## config.mk

```make
export PLATFORM = sky130hd
export DESIGN_NAME = ddc_burst_master
export DESIGN_NICKNAME = d
export VERILOG_FILES = /design/src/rtl/ddc_pkg.sv /design/src/rtl/ddc_tick_gen.sv /design/src/rtl/ddc_bit_engine.sv /design/src/rtl/ddc_burst_master.sv
export SDC_FILE = /design/constraint.sdc
export NUM_CORES = 1
export LEC_CHECK = 0
export ABC_CLOCK_PERIOD_IN_PS = 3600
export BUFFER_PORTS_ARGS = -buffer_cell sky130_fd_sc_hd__buf_2
export CORE_UTILIZATION = 40
export CTS_CLUSTER_DIAMETER = 80
export DETAILED_ROUTE_END_ITERATION = 7
export GPL_ROUTABILITY_DRIVEN = 0
export PLACE_DENSITY = 0.64
export SLEW_MARGIN = 20
export SYNTH_ARGS = -nofsm -noshare
export SYNTH_HDL_FRONTEND = slang
export SYNTH_SLANG_ARGS = --single-unit
```

## constraint.sdc

```tcl
create_clock -name clk -period 3.6 [get_ports clk]
set_input_delay 0.9 -clock clk [delete_from_list [all_inputs] [get_ports clk]]
set_output_delay 0.9 -clock clk [all_outputs]
set_load 0.005 [all_outputs]
```

## src/rtl/ddc_pkg.sv

```systemverilog
package ddc_pkg;

  localparam int unsigned OFF_COUNT = 0;
  localparam int unsigned OFF_CTRL  = 1;
  localparam int unsigned OFF_STAT  = 2;
  localparam int unsigned OFF_ADDR  = 3;
  localparam int unsigned OFF_DATA  = 4;

  typedef enum logic [1:0] {OP_START, OP_BYTE, OP_STOP} bus_op_e;

  typedef enum logic [2:0] {
    SQ_IDLE, SQ_START, SQ_ADDR, SQ_DATA, SQ_STOP
  } seq_state_e;

  // Line drive for one quarter of a bus operation: {scl_low, sda_low}.
  // SDA only moves while SCL is low, except the start and stop edges.
  function automatic logic [1:0] quarter_drive(bus_op_e op, logic [1:0] q,
                                               logic bit_val, logic sda_prev);
    logic [1:0] d;
    case (op)
      OP_START: case (q)
        2'd0:    d = 2'b10;
        2'd1:    d = 2'b00;
        2'd2:    d = 2'b01;
        default: d = 2'b11;
      endcase
      OP_STOP: case (q)
        2'd0:    d = {1'b1, sda_prev};
        2'd1:    d = 2'b11;
        2'd2:    d = 2'b01;
        default: d = 2'b00;
      endcase
      default: d = {(q == 2'd0 || q == 2'd3), !bit_val};
    endcase
    return d;
  endfunction

  function automatic logic in_buffer(int unsigned off, int unsigned nbytes);
    return (off >= OFF_DATA) && (off < OFF_DATA + nbytes);
  endfunction

  function automatic logic [7:0] status_byte(logic cmp, logic err, logic busy);
    return {4'b0000, cmp, err, 1'b0, busy};
  endfunction

endpackage

```

## src/rtl/ddc_tick_gen.sv

```systemverilog
module ddc_tick_gen #(
  parameter int unsigned QDIV = 250
) (
  input  logic clk,
  input  logic rst_n,
  input  logic run,
  output logic tick
);
  localparam int unsigned CW = $clog2(QDIV + 1);

  logic [CW-1:0] cnt_q;

  assign tick = run && (cnt_q == CW'(QDIV - 1));

  always_ff @(posedge clk or negedge rst_n) begin
    if (!rst_n)            cnt_q <= '0;
    else if (!run || tick) cnt_q <= '0;
    else                   cnt_q <= cnt_q + 1'b1;
  end
endmodule

```

## src/rtl/ddc_bit_engine.sv

```systemverilog
module ddc_bit_engine
  import ddc_pkg::*;
#(
  parameter int unsigned QDIV = 250
) (
  input  logic       clk,
  input  logic       rst_n,
  input  logic       op_valid,
  input  bus_op_e    op,
  input  logic [8:0] tx9,
  input  logic       sda_in,
  output logic       op_done,
  output logic [8:0] rx9,
  output logic       scl_low,
  output logic       sda_low
);
  logic       busy_q, done_q, tick;
  bus_op_e    op_q;
  logic [1:0] qtr_q;
  logic [3:0] bitno_q;
  logic [8:0] sh_q, rx_q;
  logic       scl_low_q, sda_low_q;
  logic       more_bits;

  ddc_tick_gen #(.QDIV(QDIV)) u_tick (
    .clk(clk), .rst_n(rst_n), .run(busy_q), .tick(tick)
  );

  assign more_bits = (op_q == OP_BYTE) && (bitno_q != 4'd8);

  always_ff @(posedge clk or negedge rst_n) begin
    if (!rst_n) begin
      busy_q <= 1'b0; done_q <= 1'b0; op_q <= OP_START; qtr_q <= '0;
      bitno_q <= '0; sh_q <= '0; rx_q <= '0;
      scl_low_q <= 1'b0; sda_low_q <= 1'b0;
    end else begin
      done_q <= 1'b0;
      if (!busy_q) begin
        if (op_valid) begin
          busy_q  <= 1'b1;
          op_q    <= op;
          qtr_q   <= 2'd0;
          bitno_q <= '0;
          sh_q    <= tx9;
          {scl_low_q, sda_low_q} <= quarter_drive(op, 2'd0, tx9[8], sda_low_q);
        end
      end else if (tick) begin
        if (qtr_q == 2'd2) rx_q <= {rx_q[7:0], sda_in};
        if (qtr_q == 2'd3) begin
          if (more_bits) begin
            bitno_q <= bitno_q + 1'b1;
            sh_q    <= {sh_q[7:0], 1'b1};
            qtr_q   <= 2'd0;
            {scl_low_q, sda_low_q} <= quarter_drive(op_q, 2'd0, sh_q[7], sda_low_q);
          end else begin
            busy_q <= 1'b0;
            done_q <= 1'b1;
          end
        end else begin
          qtr_q <= qtr_q + 2'd1;
          {scl_low_q, sda_low_q} <= quarter_drive(op_q, qtr_q + 2'd1, sh_q[8], sda_low_q);
        end
      end
    end
  end

  assign op_done = done_q;
  assign rx9     = rx_q;
  assign scl_low = scl_low_q;
  assign sda_low = sda_low_q;
endmodule

```

## src/rtl/ddc_burst_master.sv

```systemverilog
module ddc_burst_master
  import ddc_pkg::*;
#(
  parameter int unsigned QDIV      = 250,
  parameter int unsigned BUF_BYTES = 16,
  parameter int unsigned AW        = 5
) (
  input  logic          clk,
  input  logic          rst_n,
  input  logic          reg_we,
  input  logic [AW-1:0] reg_addr,
  input  logic [7:0]    reg_wdata,
  output logic [7:0]    reg_rdata,
  input  logic          sda_in,
  output logic          scl_drive_low,
  output logic          sda_drive_low
);
  localparam int unsigned IDX_W = $clog2(BUF_BYTES);

  seq_state_e       state_q;
  logic [IDX_W-1:0] cnt_q, idx_q, sw_idx;
  logic [7:0]       addr_q;
  logic [7:0]       data_q [BUF_BYTES];
  logic             err_q, cmp_q, pend_q;

  logic       busy, wr_ctrl, txn_launch, stop_launch, reading, last_idx;
  logic       eng_done, addr_nack, data_nack, txn_fail, txn_ok, rx_store;
  logic       sw_data_we;
  logic [8:0] tx9, rx9;
  bus_op_e    op_sel;

  // Named events used by the sequencer and the bound checker.
  assign busy        = (state_q != SQ_IDLE);
  assign wr_ctrl     = reg_we && (reg_addr == AW'(OFF_CTRL));
  assign txn_launch  = wr_ctrl && !busy && reg_wdata[0] && reg_wdata[2];
  assign stop_launch = wr_ctrl && !busy && reg_wdata[0] && !reg_wdata[2];
  assign reading     = addr_q[0];
  assign last_idx    = (idx_q == cnt_q);
  assign addr_nack   = eng_done && (state_q == SQ_ADDR) && rx9[0];
  assign data_nack   = eng_done && (state_q == SQ_DATA) && !reading && rx9[0];
  assign txn_fail    = addr_nack || data_nack;
  assign txn_ok      = eng_done && (state_q == SQ_DATA) && !data_nack && last_idx;
  assign rx_store    = eng_done && (state_q == SQ_DATA) && reading;
  assign sw_data_we  = reg_we && in_buffer(int'(reg_addr), BUF_BYTES);
  assign sw_idx      = IDX_W'(reg_addr - AW'(OFF_DATA));

  always_comb begin
    case (state_q)
      SQ_START: op_sel = OP_START;
      SQ_STOP:  op_sel = OP_STOP;
      default:  op_sel = OP_BYTE;
    endcase
    case (state_q)
      SQ_ADDR: tx9 = {addr_q, 1'b1};
      SQ_DATA: tx9 = reading ? {8'hFF, last_idx} : {data_q[idx_q], 1'b1};
      default: tx9 = 9'h1FF;
    endcase
  end

  ddc_bit_engine #(.QDIV(QDIV)) u_eng (
    .clk(clk), .rst_n(rst_n), .op_valid(pend_q), .op(op_sel), .tx9(tx9),
    .sda_in(sda_in), .op_done(eng_done), .rx9(rx9),
    .scl_low(scl_drive_low), .sda_low(sda_drive_low)
  );

  always_ff @(posedge clk or negedge rst_n) begin
    if (!rst_n) begin
      state_q <= SQ_IDLE; cnt_q <= '0; idx_q <= '0; addr_q <= '0;
      err_q <= 1'b0; cmp_q <= 1'b0; pend_q <= 1'b0;
    end else begin
      pend_q <= 1'b0;
      if (reg_we && reg_addr == AW'(OFF_COUNT)) cnt_q  <= reg_wdata[IDX_W-1:0];
      if (reg_we && reg_addr == AW'(OFF_ADDR))  addr_q <= reg_wdata;
      if (reg_we && reg_addr == AW'(OFF_STAT) && !reg_wdata[2]) err_q <= 1'b0;
      if (txn_launch) begin
        state_q <= SQ_START; idx_q <= '0; pend_q <= 1'b1;
      end
      if (stop_launch) begin
        state_q <= SQ_STOP; pend_q <= 1'b1; err_q <= 1'b0;
      end
      if (eng_done) begin
        case (state_q)
          SQ_START: begin state_q <= SQ_ADDR; pend_q <= 1'b1; end
          SQ_ADDR:
            if (addr_nack) begin state_q <= SQ_IDLE; err_q <= 1'b1; end
            else begin state_q <= SQ_DATA; idx_q <= '0; pend_q <= 1'b1; end
          SQ_DATA:
            if (data_nack) begin state_q <= SQ_IDLE; err_q <= 1'b1; end
            else if (last_idx) begin state_q <= SQ_IDLE; err_q <= 1'b0; cmp_q <= 1'b1; end
            else begin idx_q <= idx_q + 1'b1; pend_q <= 1'b1; end
          default: state_q <= SQ_IDLE;
        endcase
      end
    end
  end

  // Buffer entries: a received byte wins over a software write in the same cycle.
  for (genvar g = 0; g < BUF_BYTES; g++) begin : g_buf
    always_ff @(posedge clk or negedge rst_n) begin
      if (!rst_n)                                   data_q[g] <= '0;
      else if (rx_store && idx_q == IDX_W'(g))      data_q[g] <= rx9[8:1];
      else if (sw_data_we && sw_idx == IDX_W'(g))   data_q[g] <= reg_wdata;
    end
  end

  always_comb begin
    reg_rdata = 8'h00;
    if (reg_addr == AW'(OFF_COUNT))               reg_rdata = 8'(cnt_q);
    else if (reg_addr == AW'(OFF_STAT))           reg_rdata = status_byte(cmp_q, err_q, busy);
    else if (reg_addr == AW'(OFF_ADDR))           reg_rdata = addr_q;
    else if (in_buffer(int'(reg_addr), BUF_BYTES)) reg_rdata = data_q[sw_idx];
  end
endmodule

```

### Yosys cells after proc, flatten, opt, wreduce, memory -nomap -nowiden

Index checks and enable logic that the tools add are counted.

* register bits after elaboration: 188
* logic and storage cells: 303
* output and inout port bits: 10
* bits of input ports: 17

* $lt $le $gt $ge: 4
* equal/unequal tests: 55
* reduce and logical (&&, ||, !) cells: 90
* bitwise logic cells: 4
* add/subtract/negate cells: 5
* multiplexer cells: 112

Operator list (count)
* 8-bit 2-to-1 mux: 41
* 8-bit binary-select mux with 4-bit select: 2
* 4-bit == test (second input constant): 16
* 9-bit 2-to-1 mux: 6
* 1-bit logical AND: 51
* 4-bit 2-to-1 mux: 10
* 2-bit nonzero test: 17
* 4-bit by 3-bit == test with 1-bit output (second input constant): 8
* 1-bit 2-to-1 mux: 31
* 9-bit case mux with 2 select lines: 1
* 4-bit by 2-bit == test with 1-bit output (second input constant): 4
* 3-bit 2-to-1 mux: 5
* 2-bit == test (second input constant): 6
* 2-bit 2-to-1 mux: 6
* 2-bit case mux with 3 select lines: 2
* 5-bit by 2-bit == test with 1-bit output (second input constant): 2
* 5-bit greater-or-equal comparator (second input constant): 2
* 4-bit NOT with 5-bit output: 2
* 3-bit != test (second input constant): 3
* 3-bit case mux with 3 select lines: 1
* 4-bit by 1-bit adder with 4-bit output (second input constant): 2
* 8-bit by 1-bit adder with 8-bit output (second input constant): 1
* 4-bit by 1-bit == test with 1-bit output (second input constant): 2
* 8-bit == test (second input constant): 1
* 28 further kinds: 48

### Longest topological paths before layout

* depth in word-level cells: 11
* depth in mapped cells: 10
* mapped depth without buffers: 7

### Cells and area by module

A second synthesis with hierarchy kept.

* cell total of the unflattened synthesis: 1136
* area, all modules: 11797.6 um2

Modules (own cells, without submodules)
* ddc_burst_master: cells each 956, instances 1, seq. area each 3753.6 um2, area an instance 9840.7 um2
* ddc_bit_engine: cells each 137, instances 1, seq. area each 750.7 um2, area an instance 1503.9 um2
* ddc_tick_gen: cells each 43, instances 1, seq. area each 200.2 um2, area an instance 452.9 um2

### Worst setup path before layout

No wires, ideal clock.

* path type: in2out
* start point: input reg_addr[2]
* end point: output reg_rdata[4]
* buffers on the path: 3
* required time: 2.700 ns
* arrival time: 2.593 ns
* path slack: 0.107 ns
* cell stages on the path: 8
* cell sequence: buf_6 inv_1 ha_1 clkbuf_1 clkbuf_1 mux4_2 mux2i_1 o211ai_1

* word-level cells in the longest chain between the ends: 9
* elaborated cells on any way between the ends: 15
* those cells by class: add/sub (1); order compare (2); eq/ne (2); mux (7); bitwise (1); reduce/logical (2)

Ends and longest elaborated chain
* from (decl): line ddc_burst_master.sv:11 `input logic [AW-1:0] reg_addr,`
* 4-bit by 3-bit subtractor with 4-bit output: line ddc_burst_master.sv:45 `assign sw_idx = IDX_W'(reg_addr - AW'(OFF_DATA));`
* 4-bit NOT with 5-bit output (not written as such): line ddc_burst_master.sv:111 `else if (in_buffer(int'(reg_addr), BUF_BYTES)) reg_rdata = data_q[sw_idx];`
* 8-bit binary-select mux with 4-bit select: line ddc_burst_master.sv:111
* 8-bit 2-to-1 mux (not written as such) (2 in a row): line ddc_burst_master.sv:111
* 8-bit 2-to-1 mux: line ddc_burst_master.sv:111
* 8-bit 2-to-1 mux: line ddc_burst_master.sv:110 `else if (reg_addr == AW'(OFF_ADDR)) reg_rdata = addr_q;`
* 8-bit 2-to-1 mux: line ddc_burst_master.sv:109 `else if (reg_addr == AW'(OFF_STAT)) reg_rdata = status_byte(cmp_q, err_q, busy);`
* 8-bit 2-to-1 mux *: line ddc_burst_master.sv:108 `if (reg_addr == AW'(OFF_COUNT)) reg_rdata = 8'(cnt_q);`
* to (decl): line ddc_burst_master.sv:13 `output logic [7:0] reg_rdata,`

Every way passes the cells marked *; elsewhere a longest branch is shown, timed or not. The select of a mux whose other input is x is not followed.

### Worst setup path in the final report

* start point: input reg_addr[3]
* end point: output reg_rdata[0]

Same word-level chain as after synthesis.

==> results.md <==
- Status: finished, final reports clean
- Post-Synth XOR/XNOR Area: 0.0111
- Largest net degree at the start of global routing: 99
- Port Buffer Count: 26
- Crit path time final: 3.50 ns
- Synth Area in Adders: 0.0158
- Overflow left after global routing: 0
- Seq/Total Area, Yosys: 0.397
- Synthesized Nets: 1175
- Worst-path clk slew: 0.07 ns
- Fin area: 0.0127 sq mm
- Die Wd: 174 um
- Setup TNS: 0 ns
- Worst-Skew Late Latency: 0.45 ns
- Max H-tree Level: 4
- Setup violators final: 0
- Mux cell area share after synthesis: 0.257
- Setup CP Type: input pin to primary output
- Clock sinks: 188
- Die Footprint: 0.0303 sq mm
- Die height: 174 um
- FF/Latch Area: 0.00471 sq mm
- DP Area: 0.0121 sq mm
- Synth async-reset ratio: 1.00
- Nets: 1156
- Avg Cell Area, Syn: 10.4 sq um
- Synth top cells by count: dfrtp_1, mux2i_1, nor2_1, a21oi_1, nand2_1
- Clk_skew: 0.0124 ns
- Worst Setup End Kind: primary output
- Leakage: 5.96 nW
- CTS tree: built
- # rows: 62
- Largest family of logic cells by synthesized area: multiplexers
- First-pass GRT wire length: 54.0 mm
- MaxCap Viol Count: 0
- Drt first pass iters: 5
- Pwr dens: 464 mW/mm^2
- DRT iter0 DRCs: 980
- Global-route total usage across every layer: 0.237
- Layout cell share with drive strength beyond 1: 0.161
- FMAX: 286 MHz
- Place WS: 0.0111 ns
- Vias per cell: 5.98
- Setup ws final: 0.104 ns
- Initial Util: 0.409
- Area of the multi-input gates: 0.00646 sq mm
- Post-CTS Hold Buffers: 0
- Main synth FF type: dfrtp_1
- Post-route ant nets: 0
- Number of distinct library cells after synthesis: 67
- Layout fillers: 2749
- Antenna violations before repair: 0
- CTS root buf: clkbuf_16
- DPL Wire Length: 24.7 mm
- Peak supply drop: 0.362 mV
- Final count of hold timing violations: 0
- WL/cell: 23.0 um
- Most common cell in the netlist: dfrtp_1
- Pins Over Slew Limit: 0
- Post-Route WL: 35.0 mm
- Yosys reg bits: 188
- Complex-gate fraction of the synthesized area: 0.120
- Cells after Synth: 1143
- Inserted Diodes: 0
- Critical Path Source Type: input pin
- Clock buffer depth: 2
- Via Count: 9102
- CORE AREA: 0.0289 sq mm
- Vias in the first global route: 8668
- Post-CTS Setup Inserts: 0
- Synth area leaders: dfrtp_1, mux2i_1, mux4_2, a21oi_1, nor2_1
- Top cell type's share of synthesized area: 0.397
- Worst slew pin tran: 1.03 ns
- Critical Path Fanout Max: 6
- DRC viols: 0
- Syn-to-layout area delta: 7.31%
- CP required: 2.70 ns
- Synth warn: 0
- Io pins: 27
- CP arrival: 2.60 ns
- Post-synth EDFFs: 0
- Synth area leader: dfrtp_1
- Kind of path behind the tightest hold check: flop to flop
- Max_slew headroom: 0.312
- Period utilization: 0.971
- Num CTS Buffers: 17
- Mapped cell area: 0.0118 sq mm
- Simple-Gate Fraction of Synth Area: 0.140
==> cells in the final DEF (no fill, tap or decap), types with 15 or more instances in the layout <==
cell type,count
dfrtp_1,186
mux2i_1,169
nor2_1,164
a21oi_1,153
nand2_1,68
mux4_2,48
buf_4,25
o21ai_0,24
mux2_2,24
buf_2,24
nand3_1,18
clkbuf_16,17
and3_1,15
==> layer usage <==
metal | GRT usage | share of wire
met4 | 0.0899 | 0.031
met2 | 0.362 | 0.45
met3 | 0.0407 | 0.082
met5 | 0 | 0
met1 | 0.336 | 0.44
==> registers in the layout, indices dropped and copies added (netlist names) <==
| register | cells |
|---|---|
| data_q | 128 |
| u_eng.u_tick.cnt_q | 8 |
| cmp_q | 1 |
| cnt_q | 4 |
| err_q | 1 |
| u_eng.sda_low | 1 |
| addr_q | 8 |
| u_eng.bitno_q | 4 |
| u_eng.sh_q | 9 |
| u_eng.rx9 | 9 |
| u_eng.qtr_q | 2 |
| u_eng.busy_q | 1 |
| idx_q | 4 |
| u_eng.op_q | 2 |
| u_eng.scl_low | 1 |
| u_eng.op_done | 1 |
| pend_q | 1 |
| state_q | 3 |
==> area by class of cell <==
type / count / area share
multi-input combinational: 849 / 0.508
clock buffer: 20 / 0.0351
inverter: 13 / 0.00384
timing repair buffer: 55 / 0.0325
tap: 384 / 0.0378
sequential: 188 / 0.370
clock inverter: 12 / 0.0119
==> logic make-up after synthesis <==
family | Yosys count
flops | 188
simple gates | 334
buf+inv | 106
compound gates | 244
mux | 241
xor+xnor | 15
fa+ha+maj | 15
==> path summary, 6_finish.rpt <==
kind                                from            end  slack (ns)  cells past startpoint
max                          reg_addr[3]   reg_rdata[0]        0.10                      8
min reg2reg                u_eng.sh_q[2]  u_eng.sh_q[3]        0.48                      1
max reg2reg                     idx_q[1]     data_q[37]        0.91                      6
max in group asynchronous          rst_n     data_q[18]        2.29                      2
min                        u_eng.sh_q[2]  u_eng.sh_q[3]        0.48                      1
min in group asynchronous          rst_n     data_q[66]        0.56                      1
==> timing repair <==
item                                    CTS  global route
endpoints found under the setup margin    0             6
endpoints found under the hold margin     0             0
gates resized for setup                   0             6
==> metrics by stage <==
stage / power [mW] / utilization / hold WS, ns / instances
global placement: 3.90 / 0.418 / 0.457 / 1489
floorplan: 3.51 / - / 0.427 / 1143
global route: 6.12 / 0.439 / 0.487 / 1521
finish: 5.90 / 0.439 / 0.479 / 1521
CTS: 5.90 / 0.438 / 0.477 / 1521
detailed placement: 3.94 / 0.418 / 0.463 / 1489
==> critical path, stage by stage <==
cell and delay [ns]:
buf_2 0.14, inv_1 0.10, ha_4 0.32, mux4_2 0.29, mux2_2 0.29, and3_1 0.20
o22a_1 0.22, buf_2 0.14
==> power by group <==
group	switching (mW)	internal (mW)
Sequential	0.350	2.46
Combinational	0.546	0.581
Clock	0.905	1.06
Total	1.80	4.10
Note: power is estimated with default switching activity, not from simulation.
